[src/rtl/nfa_pkg.sv]
package nfa_pkg;
  // Selects which register of a comparand pair a search cycle fills.
  typedef enum logic {
    HALF_EVEN = 1'b0,
    HALF_ODD  = 1'b1
  } cmp_half_e;

  // Address of the other slot of an aligned pair.
  function automatic logic [15:0] partner_of(input logic [15:0] a);
    return {a[15:1], ~a[0]};
  endfunction
endpackage

[src/rtl/nfa_occ_store.sv]
module nfa_occ_store #(
  parameter int NUM_QUAD   = 4,
  parameter int QUAD_DEPTH = 8,
  localparam int N     = NUM_QUAD * QUAD_DEPTH,
  localparam int AW    = $clog2(N),
  localparam int QBITS = $clog2(QUAD_DEPTH)
) (
  input  logic                clk,
  input  logic                rst_n,
  input  logic [NUM_QUAD-1:0] quad_wide,
  input  logic                wr_en,
  input  logic [AW-1:0]       wr_addr,
  input  logic                wr_occ,
  input  logic                lrn_en,
  input  logic [AW-1:0]       lrn_addr,
  output logic [N-1:0]        occ_d,
  output logic                err_q
);
  import nfa_pkg::*;

  logic [N-1:0] occ_q;
  logic         err_d;
  logic [AW-1:0] wr_mate;
  logic [AW-1:0] lrn_mate;
  logic          wr_wide;
  logic          lrn_wide;

  always_comb begin
    wr_mate  = AW'(partner_of(16'(wr_addr)));
    lrn_mate = AW'(partner_of(16'(lrn_addr)));
    wr_wide  = quad_wide[wr_addr[AW-1:QBITS]];
    lrn_wide = quad_wide[lrn_addr[AW-1:QBITS]];
    occ_d    = occ_q;
    if (wr_en) begin
      occ_d[wr_addr] = wr_occ;
    end else if (lrn_en) begin
      occ_d[lrn_addr] = 1'b1;
      if (lrn_wide) occ_d[lrn_mate] = 1'b1;
    end
    err_d = err_q;
    if (wr_en && wr_wide && (occ_d[wr_addr] != occ_d[wr_mate])) err_d = 1'b1;
  end

  always_ff @(posedge clk or negedge rst_n) begin
    if (!rst_n) begin
      occ_q <= '0;
      err_q <= 1'b0;
    end else begin
      if (wr_en || lrn_en) occ_q <= occ_d;
      err_q <= err_d;
    end
  end
endmodule

[src/rtl/nfa_free_finder.sv]
module nfa_free_finder #(
  parameter int NUM_QUAD   = 4,
  parameter int QUAD_DEPTH = 8,
  localparam int N  = NUM_QUAD * QUAD_DEPTH,
  localparam int AW = $clog2(N)
) (
  input  logic [N-1:0]        occ,
  input  logic [NUM_QUAD-1:0] quad_wide,
  output logic                found,
  output logic [AW-1:0]       idx
);
  logic [N-1:0] avail;

  for (genvar i = 0; i < N; i++) begin : g_slot
    localparam int Q = i / QUAD_DEPTH;
    if (i % 2 == 0) begin : g_even
      assign avail[i] = quad_wide[Q] ? (~occ[i] & ~occ[i+1]) : ~occ[i];
    end else begin : g_odd
      assign avail[i] = ~quad_wide[Q] & ~occ[i];
    end
  end

  always_comb begin
    found = 1'b0;
    idx   = '0;
    for (int i = N - 1; i >= 0; i--) begin
      if (avail[i]) begin
        found = 1'b1;
        idx   = AW'(i);
      end
    end
  end
endmodule

[src/rtl/nfa_cmp_bank.sv]
module nfa_cmp_bank #(
  parameter int NUM_PAIRS = 4,
  parameter int CMP_W     = 8,
  localparam int PW = $clog2(NUM_PAIRS),
  localparam int NR = 2 * NUM_PAIRS
) (
  input  logic             clk,
  input  logic             rst_n,
  input  logic             we,
  input  logic             half,
  input  logic [PW-1:0]    wr_pair,
  input  logic [CMP_W-1:0] wr_data,
  input  logic [PW-1:0]    rd_pair,
  output logic [CMP_W-1:0] rd_even,
  output logic [CMP_W-1:0] rd_odd
);
  import nfa_pkg::*;

  logic [CMP_W-1:0] regs_q [NR];
  logic [CMP_W-1:0] regs_d [NR];
  cmp_half_e        sel_half;

  always_comb begin
    sel_half = cmp_half_e'(half);
    for (int r = 0; r < NR; r++) regs_d[r] = regs_q[r];
    if (we) begin
      if (sel_half == HALF_ODD) regs_d[{wr_pair, 1'b1}] = wr_data;
      else                      regs_d[{wr_pair, 1'b0}] = wr_data;
    end
    rd_even = regs_q[{rd_pair, 1'b0}];
    rd_odd  = regs_q[{rd_pair, 1'b1}];
  end

  always_ff @(posedge clk or negedge rst_n) begin
    if (!rst_n) begin
      for (int r = 0; r < NR; r++) regs_q[r] <= '0;
    end else if (we) begin
      for (int r = 0; r < NR; r++) regs_q[r] <= regs_d[r];
    end
  end
endmodule

[src/rtl/nfa_tracker.sv]
module nfa_tracker #(
  parameter int                 NUM_QUAD     = 4,
  parameter int                 QUAD_DEPTH   = 8,
  parameter int                 NUM_PAIRS    = 4,
  parameter int                 CMP_W        = 8,
  parameter int                 FULL_IN_N    = 3,
  parameter logic [FULL_IN_N-1:0] FULL_IN_USED = 3'b011,
  parameter int                 FREE_W       = 16,
  localparam int N  = NUM_QUAD * QUAD_DEPTH,
  localparam int AW = $clog2(N),
  localparam int PW = $clog2(NUM_PAIRS)
) (
  input  logic                 clk,
  input  logic                 rst_n,
  input  logic [NUM_QUAD-1:0]  quad_wide,
  input  logic                 wr_valid,
  input  logic [AW-1:0]        wr_addr,
  input  logic                 wr_occ,
  input  logic                 cmp_we,
  input  logic                 cmp_half,
  input  logic [PW-1:0]        cmp_pair,
  input  logic [CMP_W-1:0]     cmp_data,
  input  logic                 learn_req,
  input  logic [PW-1:0]        learn_pair,
  input  logic [FULL_IN_N-1:0] full_in,
  output logic [FREE_W-1:0]    free_addr,
  output logic                 local_full,
  output logic                 dev_full,
  output logic                 pair_err,
  output logic                 learn_we,
  output logic [FREE_W-1:0]    learn_addr,
  output logic [CMP_W-1:0]     learn_lo,
  output logic [CMP_W-1:0]     learn_hi
);
  logic [N-1:0]        occ_d;
  logic                err_q;
  logic                found;
  logic [AW-1:0]       hit_idx;
  logic [CMP_W-1:0]    bank_even, bank_odd;
  logic                learn_fire, upd;

  logic [FREE_W-1:0]   free_q, free_d;
  logic                full_q, full_d;
  logic                lwe_q, lwe_d;
  logic [FREE_W-1:0]   laddr_q, laddr_d;
  logic [CMP_W-1:0]    llo_q, llo_d, lhi_q, lhi_d;
  logic [FULL_IN_N-1:0] fin_eff;

  assign learn_fire = learn_req & ~wr_valid & ~full_q;
  assign upd        = wr_valid | learn_fire;

  nfa_occ_store #(.NUM_QUAD(NUM_QUAD), .QUAD_DEPTH(QUAD_DEPTH)) u_occ (
    .clk      (clk),
    .rst_n    (rst_n),
    .quad_wide(quad_wide),
    .wr_en    (wr_valid),
    .wr_addr  (wr_addr),
    .wr_occ   (wr_occ),
    .lrn_en   (learn_fire),
    .lrn_addr (free_q[AW-1:0]),
    .occ_d    (occ_d),
    .err_q    (err_q)
  );

  nfa_free_finder #(.NUM_QUAD(NUM_QUAD), .QUAD_DEPTH(QUAD_DEPTH)) u_find (
    .occ      (occ_d),
    .quad_wide(quad_wide),
    .found    (found),
    .idx      (hit_idx)
  );

  nfa_cmp_bank #(.NUM_PAIRS(NUM_PAIRS), .CMP_W(CMP_W)) u_cmp (
    .clk     (clk),
    .rst_n   (rst_n),
    .we      (cmp_we),
    .half    (cmp_half),
    .wr_pair (cmp_pair),
    .wr_data (cmp_data),
    .rd_pair (learn_pair),
    .rd_even (bank_even),
    .rd_odd  (bank_odd)
  );

  always_comb begin
    free_d  = free_q;
    full_d  = full_q;
    if (upd) begin
      full_d = ~found;
      if (found) free_d = {{(FREE_W-AW){1'b0}}, hit_idx};
    end
    lwe_d   = learn_fire;
    laddr_d = laddr_q;
    llo_d   = llo_q;
    lhi_d   = lhi_q;
    if (learn_fire) begin
      laddr_d = free_q;
      llo_d   = bank_even;
      lhi_d   = bank_odd;
    end
  end

  always_ff @(posedge clk or negedge rst_n) begin
    if (!rst_n) begin
      free_q  <= '0;
      full_q  <= 1'b0;
      lwe_q   <= 1'b0;
      laddr_q <= '0;
      llo_q   <= '0;
      lhi_q   <= '0;
    end else begin
      if (upd) begin
        free_q <= free_d;
        full_q <= full_d;
      end
      lwe_q <= lwe_d;
      if (learn_fire) begin
        laddr_q <= laddr_d;
        llo_q   <= llo_d;
        lhi_q   <= lhi_d;
      end
    end
  end

  assign fin_eff    = full_in | ~FULL_IN_USED;
  assign dev_full   = full_q & (&fin_eff);
  assign free_addr  = free_q;
  assign local_full = full_q;
  assign pair_err   = err_q;
  assign learn_we   = lwe_q;
  assign learn_addr = laddr_q;
  assign learn_lo   = llo_q;
  assign learn_hi   = lhi_q;
endmodule

[config.mk]
export PLATFORM = sky130hd
export DESIGN_NAME = nfa_tracker
export DESIGN_NICKNAME = d
export VERILOG_FILES = /design/src/rtl/nfa_pkg.sv /design/src/rtl/nfa_occ_store.sv /design/src/rtl/nfa_free_finder.sv /design/src/rtl/nfa_cmp_bank.sv /design/src/rtl/nfa_tracker.sv
export SDC_FILE = /design/constraint.sdc
export NUM_CORES = 1
export LEC_CHECK = 0
export BUFFER_PORTS_ARGS = -buffer_cell sky130_fd_sc_hd__buf_2
export CELL_PAD_IN_SITES_DETAIL_PLACEMENT = 1
export CELL_PAD_IN_SITES_GLOBAL_PLACEMENT = 1
export CORE_UTILIZATION = 47
export DETAILED_ROUTE_END_ITERATION = 8
export GPL_ROUTABILITY_DRIVEN = 0
export HOLD_SLACK_MARGIN = 0.05
export PLACE_DENSITY_LB_ADDON = 0.1
export SYNTH_ARGS = -nofsm -noshare
export SYNTH_HDL_FRONTEND = slang
export SYNTH_HIERARCHICAL = 1
export SYNTH_SLANG_ARGS = --single-unit
[constraint.sdc]
create_clock -name clk -period 4.15 [get_ports clk]
set_input_delay 0.415 -clock clk [delete_from_list [all_inputs] [get_ports clk]]
set_output_delay 0.415 -clock clk [all_outputs]
set_load 0.005 [all_outputs]
# Word level (Yosys, flattened, before mapping)
# Index checks and enable logic that the tools add are counted.
# totals
regBits,125
inputBits,31
output_inout_bits,52
elab_cells,236
# op_classes
order_cmp,15
eq_ne,1
n_mux,111
n_bitwise,83
reduce_logical,10
# op_table
operator,n
5-bit 2-to-1 mux,32
64-bit bitwise mux,2
32-bit 2-to-1 mux,3
64-bit 2-to-1 mux,1
32-bit OR,2
1-bit 2-to-1 mux,55
8-bit binary-select mux with 3-bit select,2
8-bit demux with 3-bit select,2
8-bit 2-to-1 mux,6
1-bit inverter,41
1-bit bitwise AND,35
32-bit bitwise mux,1
"5-bit by 6-bit less-than comparator with 1-bit output, second input constant",4
"4-bit greater-or-equal comparator, second input constant",4
3-bit inverter with 4-bit output,4
1-bit demux with 5-bit select,3
"5-bit by 1-bit greater-or-equal comparator with 1-bit output, second input constant",3
1-bit binary-select mux with 5-bit select,2
"4-bit by 1-bit less-than comparator with 1-bit output, second input constant",2
1-bit logical AND,7
"2-bit by 3-bit less-than comparator with 1-bit output, second input constant",2
1-bit binary-select mux with 2-bit select,2
2-bit AND reduction,2
1-bit logical OR,1
2 further kinds,2

# Longest topological paths before layout
# Gate-level depths: netlist of the first run.
# depth
depth_word,44
ltp_mapped,16
depth_no_buf,14

# Cells and area by module
# The synthesis of the first run kept the hierarchy.
# by_module_without_submodules
module,instances,cells_per_inst,area_per_inst_um2,seq_area_each_um2
nfa_occ_store,1,437,3382.0,825.8
nfa_cmp_bank,1,163,2834.0,1601.5
nfa_tracker,1,86,1236.2,700.7
nfa_free_finder,1,128,768.2,0.0

# Worst setup path before layout of the first run
# Ideal clock, no wire load.
# synth_path
path_type,input -> register
from,input learn_req
to,"register free_q[0], in the netlist free_addr[0]"
setup_ns,0.125
t_arrival_ns,3.211
t_required_ns,4.025
path_slack_ns,0.814
stages,16
path_buffers,3
cell_sequence,nor2b_2 nor2b_4 buf_6 buf_4 or4b_4 buf_6 o21ai_4 a21oi_2 a31oi_4 o22a_1 nand2_1 o21ai_0 nand4_1 or2_1 o21ai_2 mux2_2
# synth_between
word_cells_on_any_way,150
cone_classes,mux: 82; bitwise: 67; reduce/logical: 1
# synth_rtl
element,line_no,text
start: declaration,nfa_tracker.sv:23,"input logic learn_req,"
1-bit bitwise AND * (2 in series),nfa_tracker.sv:49,assign learn_fire = learn_req & ~wr_valid & ~full_q;
via learn_fire,nfa_tracker.sv:40,"logic learn_fire, upd;"
32-bit 2-to-1 mux *,nfa_occ_store.sv:36,end else if (lrn_en) begin
32-bit 2-to-1 mux *,nfa_occ_store.sv:34,if (wr_en) begin
via occ_d[3],nfa_tracker.sv:35,logic [N-1:0] occ_d;
1-bit inverter *,"nfa_free_finder.sv:17, nfa_free_finder.sv:19",
1-bit bitwise AND (on tied branches),"nfa_free_finder.sv:19, nfa_free_finder.sv:17",
1-bit 2-to-1 mux (on tied branches),"nfa_free_finder.sv:27, nfa_free_finder.sv:17",
1-bit 2-to-1 mux * (3 in series),nfa_free_finder.sv:27,if (avail[i]) begin
via found,nfa_tracker.sv:37,logic found;
2-bit AND reduction (no source line) *,--,
end signal: assignment,nfa_tracker.sv:112,free_q <= free_d;
end: declaration,nfa_tracker.sv:42,"logic [FREE_W-1:0] free_q, free_d;"
# Mark *: on every way through the listed nets, which the timed path passes. The rest lies on a longest branch.
# A chain may end at the register's enable or synchronous reset.

# Final worst setup path of the first run
# layout_path
from,"register full_q, in the netlist local_full"
to,"register free_q[2], in the netlist free_addr[2]"
# layout_between
word_cells_on_any_way,150
cone_classes,mux: 82; bitwise: 67; reduce/logical: 1
# layout_rtl
element,line_no,text
start: declaration,nfa_tracker.sv:43,"logic full_q, full_d;"
start signal: assignment,nfa_tracker.sv:113,full_q <= full_d;
1-bit inverter *,nfa_tracker.sv:49,
1-bit bitwise AND *,nfa_tracker.sv:49,
32-bit 2-to-1 mux *,nfa_occ_store.sv:36,
32-bit 2-to-1 mux *,nfa_occ_store.sv:34,
via occ_d[0],nfa_tracker.sv:35,
1-bit inverter *,nfa_free_finder.sv:17,assign avail[i] = quad_wide[Q] ? (~occ[i] & ~occ[i+1]) : ~occ[i];
1-bit bitwise AND,nfa_free_finder.sv:17,
1-bit 2-to-1 mux *,nfa_free_finder.sv:17,
1-bit 2-to-1 mux *,nfa_free_finder.sv:27,
via found,nfa_tracker.sv:37,
2-bit AND reduction (no source line) *,--,
# Marked as above.

==> metrics.md, run 1 <==
| Metric | Value |
|---|---|
| Status | `finished clean` |
| Maxcap violations | `0` |
| Finished Cell Area | `roughly 0.009 mm^2` |
| Final Max Tran Viols | `0` |
| Peak supply drop | `0.000314 V` |
| Syn Area/Cell | `10.1 um^2` |
| Main combinational cell family by area after synthesis | `compound AO/OA/AOI/OAI gates` |
| Compound-gate portion of the synthesized area | `20.4%` |
| Switching fraction of total power | `39.5%` |
| H-tree lvl count | `4` |
| Register area | `0.00313 mm^2` |
| DR vias/cell | `6.82` |
| Core Box Area | `0.0168 mm^2` |
| RSZ-0062 raised after global routing | `no` |
| Setup slack, reg-to-reg | `0.34 ns` |
| Register bit total from synthesis | `125` |
| Period utilization | `91.8%` |
| Antenna diodes | `0` |
| WL final | `between 20000 and 30000 um` |
| Fin Clk Skew | `0.00942 ns` |
| Boundary pin count | `83` |
| Post-route ant nets | `0` |
| DR DRC count | `0` |
| Post-synth EDFFs | `0` |
| Reg2reg path depth | `10` |
| Rel. slew slack | `17.3%` |
| Slowest-stage cell, CP | `or4b_4` |
| IO buf count | `59` |
| # fillers | `between 1500 and 2000` |
| Grt ovf | `0` |
| CP peak stage delay | `between 0.6 and 0.7 ns` |
| Final hold vios | `0` |
| Seq pwr share | `33.4%` |
| R2R Path End | `free_addr[2]$_DFFE_PN0P_` |
| Nets | `898` |
| DPL Wire Length | `20300 um` |
| Count leader, synth | `dfrtp_1` |
| R2r startpoint | `local_full$_DFFE_PN0P_` |
| Comb pwr share | `39.1%` |
| Clock share of power | `27.5%` |
| Sequential cell area fraction in the yosys report | `a little under two fifths` |
| Postcts setup bufs | `0` |
| Worst-path clk slew | `0.06 ns` |
| Fin Setup TNS | `0 ns` |
| Ys Warns | `6` |
| Initial Util | `approximately half` |
| Max Buffers Root-to-Sink | `2` |
| P per Cell Area | `about 600 mW/mm^2` |
| Post-synth top flop | `dfrtp_1` |
| Buf+Inv Stages, Crit Path | `0` |
| Die area | `roughly 0.018 mm^2` |
| Detailed router's first-iteration violation count | `552` |
| Mux contribution to synthesized area | `about 18%` |
| Adder-cell area share of the yosys netlist | `0.122%` |
| Worst-Margin Slew | `1.24 ns` |
| Routed vias | `7499` |
| Post-Syn Area | `0.00822 mm^2` |
| Vias in the first global route | `about 8000` |
| Minimum clock period | `3.81 ns` |
| Static Leak | `3.77 nW` |
| Synth Area in XOR/XNOR | `0%` |
| Dpl cell area | `0.00866 mm^2` |
| Global router's overall resource usage | `33.3%` |
| Cts hold-fix bufs | `0` |
| Top post-synthesis cells by area | `dfrtp_1 38%, mux2_2 13%, mux4_2 4.7%, a21oi_1 3.5%, buf_4 2.6%` |
| Inserted Clock Buffers | `17` |
| Crit-path leading delay family | `simple AND/OR/NAND/NOR gates` |
| Unique masters post-synth | `89` |
| DR pass1 iterations | `6` |
| Crit path cell chain | `nor2b_2, nor2b_4, or4b_4, o22ai_1, nand2_1, o21ai_0, nand4_1, or2_1, o21ai_2, mux2_2` |
| Worst Setup End Kind | `flip-flop` |
| Yosys top cell area share | `38.1%` |
| Worst min path class | `in -> async` |
| WS Path Type | `reg -> reg` |
| Power Internal | `~3.4 mW` |
| Multi-input gate area | `0.00462 mm^2` |
| Initial antenna violation count | `0` |
| Die Wd | `between 100 and 150 um` |
| Share of cells above drive strength 1 | `30.0%` |
| WP data required | `between 4 and 5 ns` |
| Layout area overhead | `12.6%` |
| Mapped Cells | `814` |
| DIE HEIGHT | `134 um` |
| Async SR Flop Fraction | `100%` |
| Synth cell count leaders | `125 x dfrtp_1, 92 x mux2_2, 58 x a21oi_1` |
| Setup violators final | `0` |
| Worst-path maximum fanout | `9` |
| Post-synth top area cell | `dfrtp_1` |
| CTS tree | `done` |
| Pin count of the biggest net entering global routing | `126` |
| Post_cts resized | `0` |
| Crit path DAT | `4.12 ns` |
| Rows | `47` |
| Peak Freq | `263 MHz` |
| Synth Area in Simple Gates | `roughly 17%` |
| Clock Tree Root | `clkbuf_16` |
| Worst-Skew Late Latency | `between 0.4 and 0.5 ns` |
| First-pass GRT wire length | `45200 um` |
| Startpoint Class | `flip-flop` |
| Drt wl/cell | `26.4 um` |
| Clk sinks | `125` |
| P_sw | `2.23 mW` |
-- worst max path at each step --
stage / startpoint / endpoint / slack, ns / cells past startpoint
floorplan: learn_req / free_addr[0]$_DFFE_PN0P_ / 0.81 / 16
global placement: wr_addr[1] / free_addr[3]$_DFFE_PN0P_ / 0.42 / 11
detailed placement: learn_req / free_addr[2]$_DFFE_PN0P_ / 0.33 / 11
CTS: local_full$_DFFE_PN0P_ / free_addr[2]$_DFFE_PN0P_ / 0.38 / 10
global route: local_full$_DFFE_PN0P_ / free_addr[4]$_DFFE_PN0P_ / 0.10 / 10
finish: local_full$_DFFE_PN0P_ / free_addr[2]$_DFFE_PN0P_ / 0.34 / 10
-- flip-flops by register name, summed over array words and instances, names as in the netlist --
name          flops
local_full        1
u_occ/occ_q      32
learn_addr        5
u_occ/err_q       1
learn_we          1
u_cmp/regs_q     64
learn_hi          8
free_addr         5
learn_lo          8
-- stage by stage --
stage	std cells	power (mW)	hold WS, ns	utilization [%]	setup WS, ns
2_1_floorplan	835	3.20	0.119	-	0.814
3_3_place_gp	1068	3.87	0.481	51.5	0.425
3_5_place_dp	1068	4.01	0.488	51.5	0.333
4_1_cts	1100	5.60	0.129	55.0	0.380
5_1_grt	1100	5.87	0.130	55.0	0.103
6_report	1100	5.64	0.0744	55.0	0.341
-- final cells by class --
| class | instances | share of cell area [%] |
|---|---|---|
| inverter | 15 | 0.608 |
| clock buffer | 19 | 4.79 |
| clock inverter | 13 | 1.66 |
| sequential | 125 | 33.8 |
| multi-input combinational | 613 | 49.9 |
| tap | 220 | 2.97 |
| timing repair buffer | 95 | 6.27 |
-- cells in the final DEF, fill, tap and decap left out, drive strengths merged, types with 7 or more instances in the layout --
| master | count |
|---|---|
| nand2 | 36 |
| and2 | 14 |
| o22ai | 27 |
| clkbuf | 19 |
| conb | 22 |
| o211ai | 9 |
| nand3 | 39 |
| a21oi | 59 |
| buf | 95 |
| mux4 | 17 |
| o22a | 7 |
| nor2 | 25 |
| nand3b | 8 |
| nor2b | 14 |
| dfrtp | 125 |
| nor3 | 17 |
| a221oi | 7 |
| nand4 | 11 |
| and3 | 7 |
| a31oi | 16 |
| mux2 | 92 |
| nand2b | 14 |
| inv | 22 |
| a211oi | 11 |
| o21ai | 55 |
-- power by group through the flow --
stage | registers (mW) | logic [mW] | clock network (mW)
finish | 1.88 | 2.20 | 1.55
global route | 1.92 | 2.34 | 1.62
CTS | 1.87 | 2.15 | 1.58
detailed placement | 1.88 | 2.14 | 0
global placement | 1.84 | 2.03 | 0
floorplan | 1.77 | 1.43 | 0
-- layer usage --
metal,GRT usage [%],wire length [um]
met1,40.3,11500
met2,56.6,14300
met3,5.59,1870
met4,18.2,1350
met5,0,0
-- kinds of logic (layout without fill, tap and decap cells) --
| logic type | after synthesis | in the layout |
|---|---|---|
| AO/OA/AOI/OAI | 247 | 247 |
| AND/OR/NAND/NOR | 229 | 229 |
| flip-flops | 125 | 125 |
| multiplexers | 114 | 114 |
| buffers and inverters | 97 | 142 |
| adder cells (fa/ha/maj) | 1 | 1 |
| other | 1 | 22 |
No activity file was read; power rests on OpenSTA's default activity.
==> run 2: changes to the inputs <==
--- a/config.mk
+++ b/config.mk
@@ -12,7 +12,7 @@
 export DETAILED_ROUTE_END_ITERATION = 8
 export GPL_ROUTABILITY_DRIVEN = 0
 export HOLD_SLACK_MARGIN = 0.05
-export PLACE_DENSITY_LB_ADDON = 0.1
+export PLACE_DENSITY = 0.83
 export SYNTH_ARGS = -nofsm -noshare
 export SYNTH_HDL_FRONTEND = slang
 export SYNTH_HIERARCHICAL = 1
==> run 2 against run 1 <==
  * Total power fell by 2.1%
  * Clock skew is 0.0077 ns higher
  * Largest power group unchanged
  * Core utilization fell by 0.62 points
  * Wire length increased by 2.0%
  * First-iteration DRC count grew 61%
==> metrics.md, run 2 (synthesized netlist as in run 1, its figures left out) <==
| Metric | Value |
|---|---|
| Status | `finished clean` |
| R2R Path End | `free_addr[3]$_DFFE_PN0P_` |
| IO buf count | `59` |
| Inserted Clock Buffers | `17` |
| Worst-path maximum fanout | `11` |
| Pin count of the biggest net entering global routing | `around 130` |
| Grt ovf | `0` |
| Crit path DAT | `4.35 ns` |
| Max Buffers Root-to-Sink | `2` |
| WS Path Type | `reg -> reg` |
| CP peak stage delay | `0.91 ns` |
| Commonest non-fill, non-tap cells in the layout | `125 x dfrtp_1, 92 x mux2_2, 58 x buf_2, 58 x a21oi_1, 41 x o21ai_0` |
| Crit path from | `local_full$_DFFE_PN0P_` |
| Final hold vios | `0` |
| Rows | `47` |
| Initial Util | `48.9%` |
| WL final | `29600 um` |
| Rel. slew slack | `27.1%` |
| DR vias/cell | `6.96` |
| Dpl cell area | `roughly 0.0086 mm^2` |
| Die area | `0.0180 mm^2` |
| Antenna diodes | `0` |
| Boundary pin count | `83` |
| Cts hold-fix bufs | `0` |
| Detailed router's first-iteration violation count | `891` |
| Share of cells above drive strength 1 | `29.4%` |
| Fin Clk Skew | `0.0171 ns` |
| Post-route ant nets | `0` |
| Nets | `890` |
| CTS tree | `done` |
| First-pass GRT wire length | `approximately 46000 um` |
| DR pass1 iterations | `5` |
| Leading cell type in the layout, fill and taps excluded | `dfrtp_1` |
| Final Max Tran Viols | `0` |
| WP data required | `4.46 ns` |
| Peak supply drop | `0.000338 V` |
| Slowest-stage cell, CP | `o22ai_1` |
| Setup slack, reg-to-reg | `0.11 ns` |
| Number of flip-flops in the largest register | `64` |
| DR DRC count | `0` |
| Drt wl/cell | `27.1 um` |
| Maxcap violations | `0` |
| Crit path cell chain | `nor2b_2, nor2b_4, and4bb_2, o21ai_1, o22ai_1, nor2_1, o22ai_1, nand4_1, or2_1, o21ai_2, mux2_2` |
| R2r startpoint | `local_full$_DFFE_PN0P_` |
| Core Box Area | `0.0168 mm^2` |
| Postcts setup bufs | `0` |
| H-tree lvl count | `4` |
| CP endpoint | `free_addr[3]$_DFFE_PN0P_` |
| Setup violators final | `0` |
| Worst-Skew Late Latency | `0.43 ns` |
| Global router's overall resource usage | `34.3%` |
| DPL Wire Length | `a little over 20000 um` |
| Period utilization | `97.5%` |
| Worst-Margin Slew | `1.09 ns` |
| Worst-path clk slew | `0.06 ns` |
| Worst min path class | `in -> async` |
| Finished Cell Area | `about 0.009 mm^2` |
| Minimum clock period | `roughly 4.0 ns` |
| Tot Pwr | `5.52 mW` |
| Largest regs | `u_cmp/regs_q: 64 flops, u_occ/occ_q: 32 flops` |
| Peak Freq | `247 MHz` |
| Clk sinks | `about 130` |
| Initial antenna violation count | `0` |
| Post_cts resized | `0` |
| Static Leak | `~3.7 nW` |
| Reg2reg path depth | `11` |
| DIE HEIGHT | `134 um` |
| Die Wd | `approximately 130 um` |
| Startpoint Class | `flip-flop` |
| Top reg by flops | `u_cmp/regs_q` |
| Layout area overhead | `11.3%` |
| Routed vias | `around 7600` |
| Fin Setup TNS | `0 ns` |
| Worst Setup End Kind | `flip-flop` |
| Clock Tree Root | `clkbuf_16` |
| RSZ-0062 raised after global routing | `no` |
| Vias in the first global route | `8003` |
| P per Cell Area | `around 600 mW/mm^2` |
| Most Frequent Cell on Critical Path | `o22ai_1` |
[run 2: metal layers]
| layer | wire (um) | track usage (%) | share of wire [%] |
|---|---|---|---|
| met4 | 1310 | 18.2 | 4.4 |
| met3 | 2640 | 8.88 | 8.9 |
| met5 | 0 | 0.278 | 0 |
| met1 | 11000 | 40.3 | 37 |
| met2 | 14700 | 57.7 | 50 |
[run 2: how the worst min path moves through the flow]
stage	from	to	slack, ns	depth (start not counted)
after floorplan	rst_n	free_addr[0]$_DFFE_PN0P_	0.12	0
after global placement	u_cmp/regs_q[22]$_DFFE_PN0P_	u_cmp/regs_q[22]$_DFFE_PN0P_	0.48	1
after detailed placement	u_cmp/regs_q[9]$_DFFE_PN0P_	u_cmp/regs_q[9]$_DFFE_PN0P_	0.49	1
after CTS	rst_n	u_occ/occ_q[6]$_DFFE_PN0P_	0.13	2
after global routing	rst_n	u_occ/occ_q[4]$_DFFE_PN0P_	0.12	2
final	rst_n	u_occ/occ_q[0]$_DFFE_PN0P_	0.07	2
[run 2: worst max-delay path, delay by kind of cell (launching register included)]
kind            cells  cell delay [ns]
mux                 1             0.39
compound gates      4             1.67
flops               1             0.41
simple gates        6             1.45
[run 2: cell type report]
cell class / count / area [um^2]
Multi-Input combinational cell: 613 / 4620
Inverter: 15 / 56.3
Clock inverter: 11 / 85.1
Tap cell: 220 / 275
Timing Repair Buffer: 87 / 520
Clock buffer: 20 / 467
Sequential cell: 125 / 3130
Fill cell: 1909 / 7670
[run 2: report_power, final]
| part | internal (mW) | switching [mW] |
|---|---|---|
| sequential | 1.59 | 0.288 |
| combinational | 0.886 | 1.35 |
| clock | 0.812 | 0.589 |
[run 2: stage by stage]
step           utilization [%]  worst slack (ns)  hold slack (ns)  std cells
2_1_floorplan                -             0.814            0.119        835
3_3_place_gp              51.1             0.435            0.481       1060
3_5_place_dp              51.1             0.263            0.492       1060
4_1_cts                   54.4             0.374            0.132       1091
5_1_grt                   54.4            0.0307            0.117       1091
6_report                  54.4             0.106           0.0673       1091
==> run 3: changes to the inputs <==
--- a/config.mk
+++ b/config.mk
@@ -5,14 +5,16 @@
 export SDC_FILE = /design/constraint.sdc
 export NUM_CORES = 1
 export LEC_CHECK = 0
+export ABC_AREA = 1
 export BUFFER_PORTS_ARGS = -buffer_cell sky130_fd_sc_hd__buf_2
 export CELL_PAD_IN_SITES_DETAIL_PLACEMENT = 1
 export CELL_PAD_IN_SITES_GLOBAL_PLACEMENT = 1
-export CORE_UTILIZATION = 47
+export CORE_UTILIZATION = 43
 export DETAILED_ROUTE_END_ITERATION = 8
 export GPL_ROUTABILITY_DRIVEN = 0
 export HOLD_SLACK_MARGIN = 0.05
-export PLACE_DENSITY = 0.83
+export PLACE_DENSITY = 0.84
+export SLEW_MARGIN = 10
 export SYNTH_ARGS = -nofsm -noshare
 export SYNTH_HDL_FRONTEND = slang
 export SYNTH_HIERARCHICAL = 1
==> constraint.sdc (replaced) <==
create_clock -name clk -period 3.85 [get_ports clk]
set_input_delay 0.385 -clock clk [delete_from_list [all_inputs] [get_ports clk]]
set_output_delay 0.385 -clock clk [all_outputs]
set_load 0.005 [all_outputs]
==> run 3 against run 2 <==
  * Synthesized cell count rose by 77%
  * Area after synthesis increased by 8.7%
  * Worst setup slack better by 0.33 ns
  * Count of clock-buffer cells in the layout fell by 2
  * Clock skew fell by 0.0091 ns
  * First-iteration DRC count shrank 30%
  * Register-to-register slack better by 0.33 ns
  * Cell count up 61%
  * Final area grew 6.4%
  * Via count rose by 20%
  * Hold slack better by 0.041 ns
==> metrics.md, run 3 <==
| Metric | Value |
|---|---|
| Post-synth EDFFs | `0` |
| DPL Wire Length | `between 20000 and 25000 um` |
| Rel. slew slack | `35.5%` |
| Die area | `0.0214 mm^2` |
| Grt ovf | `0` |
| Core Box Area | `~0.020 mm^2` |
| Layout area overhead | `8.95%` |
| Ys Warns | `6` |
| Number of flip-flops in the largest register | `64` |
| Fin Clk Skew | `0.00798 ns` |
| P per Cell Area | `515 mW/mm^2` |
| Count leader, synth | `nand2_1` |
| Post-Syn Area | `~0.0089 mm^2` |
| Fin Setup TNS | `0 ns` |
| Worst-path maximum fanout | `23` |
| Setup slack, reg-to-reg | `0.43 ns` |
| Vias in the first global route | `9236` |
| Share of cells above drive strength 1 | `between 10% and 20%` |
| Top post-synthesis cells by area | `dfrtp_1 35%, nand2_1 24%, nand3_1 12%, inv_1 7.6%, nor2_1 5.5%` |
| # fillers | `2847` |
| CP peak stage delay | `0.51 ns` |
| Slowest-stage cell, CP | `dfrtp_1` |
| Setup violators final | `0` |
| Dpl cell area | `0.00918 mm^2` |
| Global router's overall resource usage | `27.3%` |
| Crit-path leading delay family | `simple AND/OR/NAND/NOR gates` |
| Yosys top cell area share | `35.0%` |
| Antenna diodes | `0` |
| Sequential cell area fraction in the yosys report | `35.0%` |
| Post_cts resized | `0` |
| Finished Cell Area | `0.00974 mm^2` |
| Boundary pin count | `83` |
| Status | `finished clean` |
| Top reg by flops | `u_cmp/regs_q` |
| Leading cell type in the layout, fill and taps excluded | `nand2_1` |
| Post-route ant nets | `0` |
| Startpoint Class | `flip-flop` |
| Postcts setup bufs | `0` |
| Register bit total from synthesis | `125` |
| WL final | `28200 um` |
| Maxcap violations | `0` |
| Max Buffers Root-to-Sink | `2` |
| Die Wd | `146 um` |
| Largest regs | `u_cmp/regs_q: 64 flops, u_occ/occ_q: 32 flops` |
| DR vias/cell | `slightly above 5` |
| Peak Freq | `slightly below 300 MHz` |
| Initial antenna violation count | `0` |
| Detailed router's first-iteration violation count | `628` |
| Post-synth top area cell | `dfrtp_1` |
| RSZ-0062 raised after global routing | `no` |
| Clk sinks | `125` |
| IO buf count | `59` |
| Crit path DAT | `3.77 ns` |
| DR DRC count | `0` |
| Buf+Inv Stages, Crit Path | `3` |
| DR pass1 iterations | `5` |
| Period utilization | `88.7%` |
| Worst min path class | `in -> async` |
| Inserted Clock Buffers | `17` |
| Most Frequent Cell on Critical Path | `nand2_1` |
| Worst Setup End Kind | `flip-flop` |
| Drt wl/cell | `16.0 um` |
| CTS tree | `done` |
| Cts hold-fix bufs | `0` |
| Crit path cell chain | `inv_2, nand2_1, nand2_1, nand2_2, buf_4, nand3_1, nand2_1, nand2_1, nand2_1, nand2_1, inv_1, a21oi_1, or2_2, nor4_1, nand3_1, nand2_1, nand2_1, nand2_1` |
| Mapped Cells | `roughly 1400` |
| Nets | `~1500` |
| Minimum clock period | `3.42 ns` |
| Fin util | `48.0%` |
| Worst-Skew Late Latency | `0.42 ns` |
| Rows | `52` |
| First-pass GRT wire length | `~47000 um` |
| WP data required | `roughly 4.2 ns` |
| Clock Tree Root | `clkbuf_16` |
| Unique masters post-synth | `35` |
| DIE HEIGHT | `approximately 150 um` |
| Synth cell count leaders | `571 x nand2_1, 208 x nand3_1, 182 x inv_1` |
| Static Leak | `around 5.3 nW` |
| Peak supply drop | `between 0.0003 and 0.0004 V` |
| Final Max Tran Viols | `0` |
| Post-synth top flop | `dfrtp_1` |
| Routed vias | `9127` |
| Commonest non-fill, non-tap cells in the layout | `571 x nand2_1, 208 x nand3_1, 182 x inv_1, 132 x nor2_1, 125 x dfrtp_1` |
| Async SR Flop Fraction | `100%` |
| Worst-Margin Slew | `between 0.9 and 1 ns` |
| Pin count of the biggest net entering global routing | `67` |
| Final hold vios | `0` |
| Worst-path clk slew | `0.06 ns` |
| H-tree lvl count | `4` |
| WS Path Type | `reg -> reg` |
| Initial Util | `between 40% and 50%` |
| Syn Area/Cell | `6.22 um^2` |
## run 3: power by group
group / switching, mW / internal (mW) / total, mW
clock network: 0.642 / 0.903 / 1.54
logic: 1.14 / 0.541 / 1.68
registers: 0.199 / 1.59 / 1.79
## run 3: cell families after synthesis
kind of cell | synth area share, %
flip-flops | 35.0
AND/OR/NAND/NOR | 45.1
other | 0.0420
AO/OA/AOI/OAI | 4.56
buffers and inverters | 15.3
## run 3: per-layer routing
layer	track usage (%)	routed length [um]
met1	34.2	12700
met3	2.91	766
met5	0	0
met4	9.95	642
met2	48.5	14100
## run 3: final timing paths
kind | start | endpoint | cells after the start
worst max-delay path | free_addr[3]$_DFFE_PN0P_ | free_addr[1]$_DFFE_PN0P_ | 18
worst min register to register | u_cmp/regs_q[59]$_DFFE_PN0P_ | u_cmp/regs_q[59]$_DFFE_PN0P_ | 2
max in group asynchronous | rst_n | learn_hi[6]$_DFFE_PN0P_ | 2
min in group clk | cmp_data[6] | u_cmp/regs_q[22]$_DFFE_PN0P_ | 3
worst max register to register | free_addr[3]$_DFFE_PN0P_ | free_addr[1]$_DFFE_PN0P_ | 18
worst min-delay path | rst_n | u_occ/occ_q[31]$_DFFE_PN0P_ | 1
## run 3: cell type report
| type | count | area [um^2] | area share [%] |
|---|---|---|---|
| Tap cell | 270 | 338 | 3.47 |
| Multi-Input combinational cell | 1058 | 4520 | 46.5 |
| Clock inverter | 14 | 120 | 1.23 |
| Timing Repair Buffer | 78 | 453 | 4.65 |
| Sequential cell | 125 | 3130 | 32.1 |
| Inverter | 195 | 734 | 7.54 |
| Clock buffer | 18 | 439 | 4.51 |
## run 3: metrics by stage
stage          hold slack [ns]  cells  total power, mW  setup slack (ns)
5_1_grt                  0.175   1758             5.36            0.0170
3_3_place_gp             0.445   1726             3.39             0.458
2_1_floorplan           0.0894   1458             2.98              1.25
6_report                 0.108   1758             5.02             0.434
3_5_place_dp             0.450   1726             3.47             0.368
4_1_cts                  0.139   1758             5.04             0.439
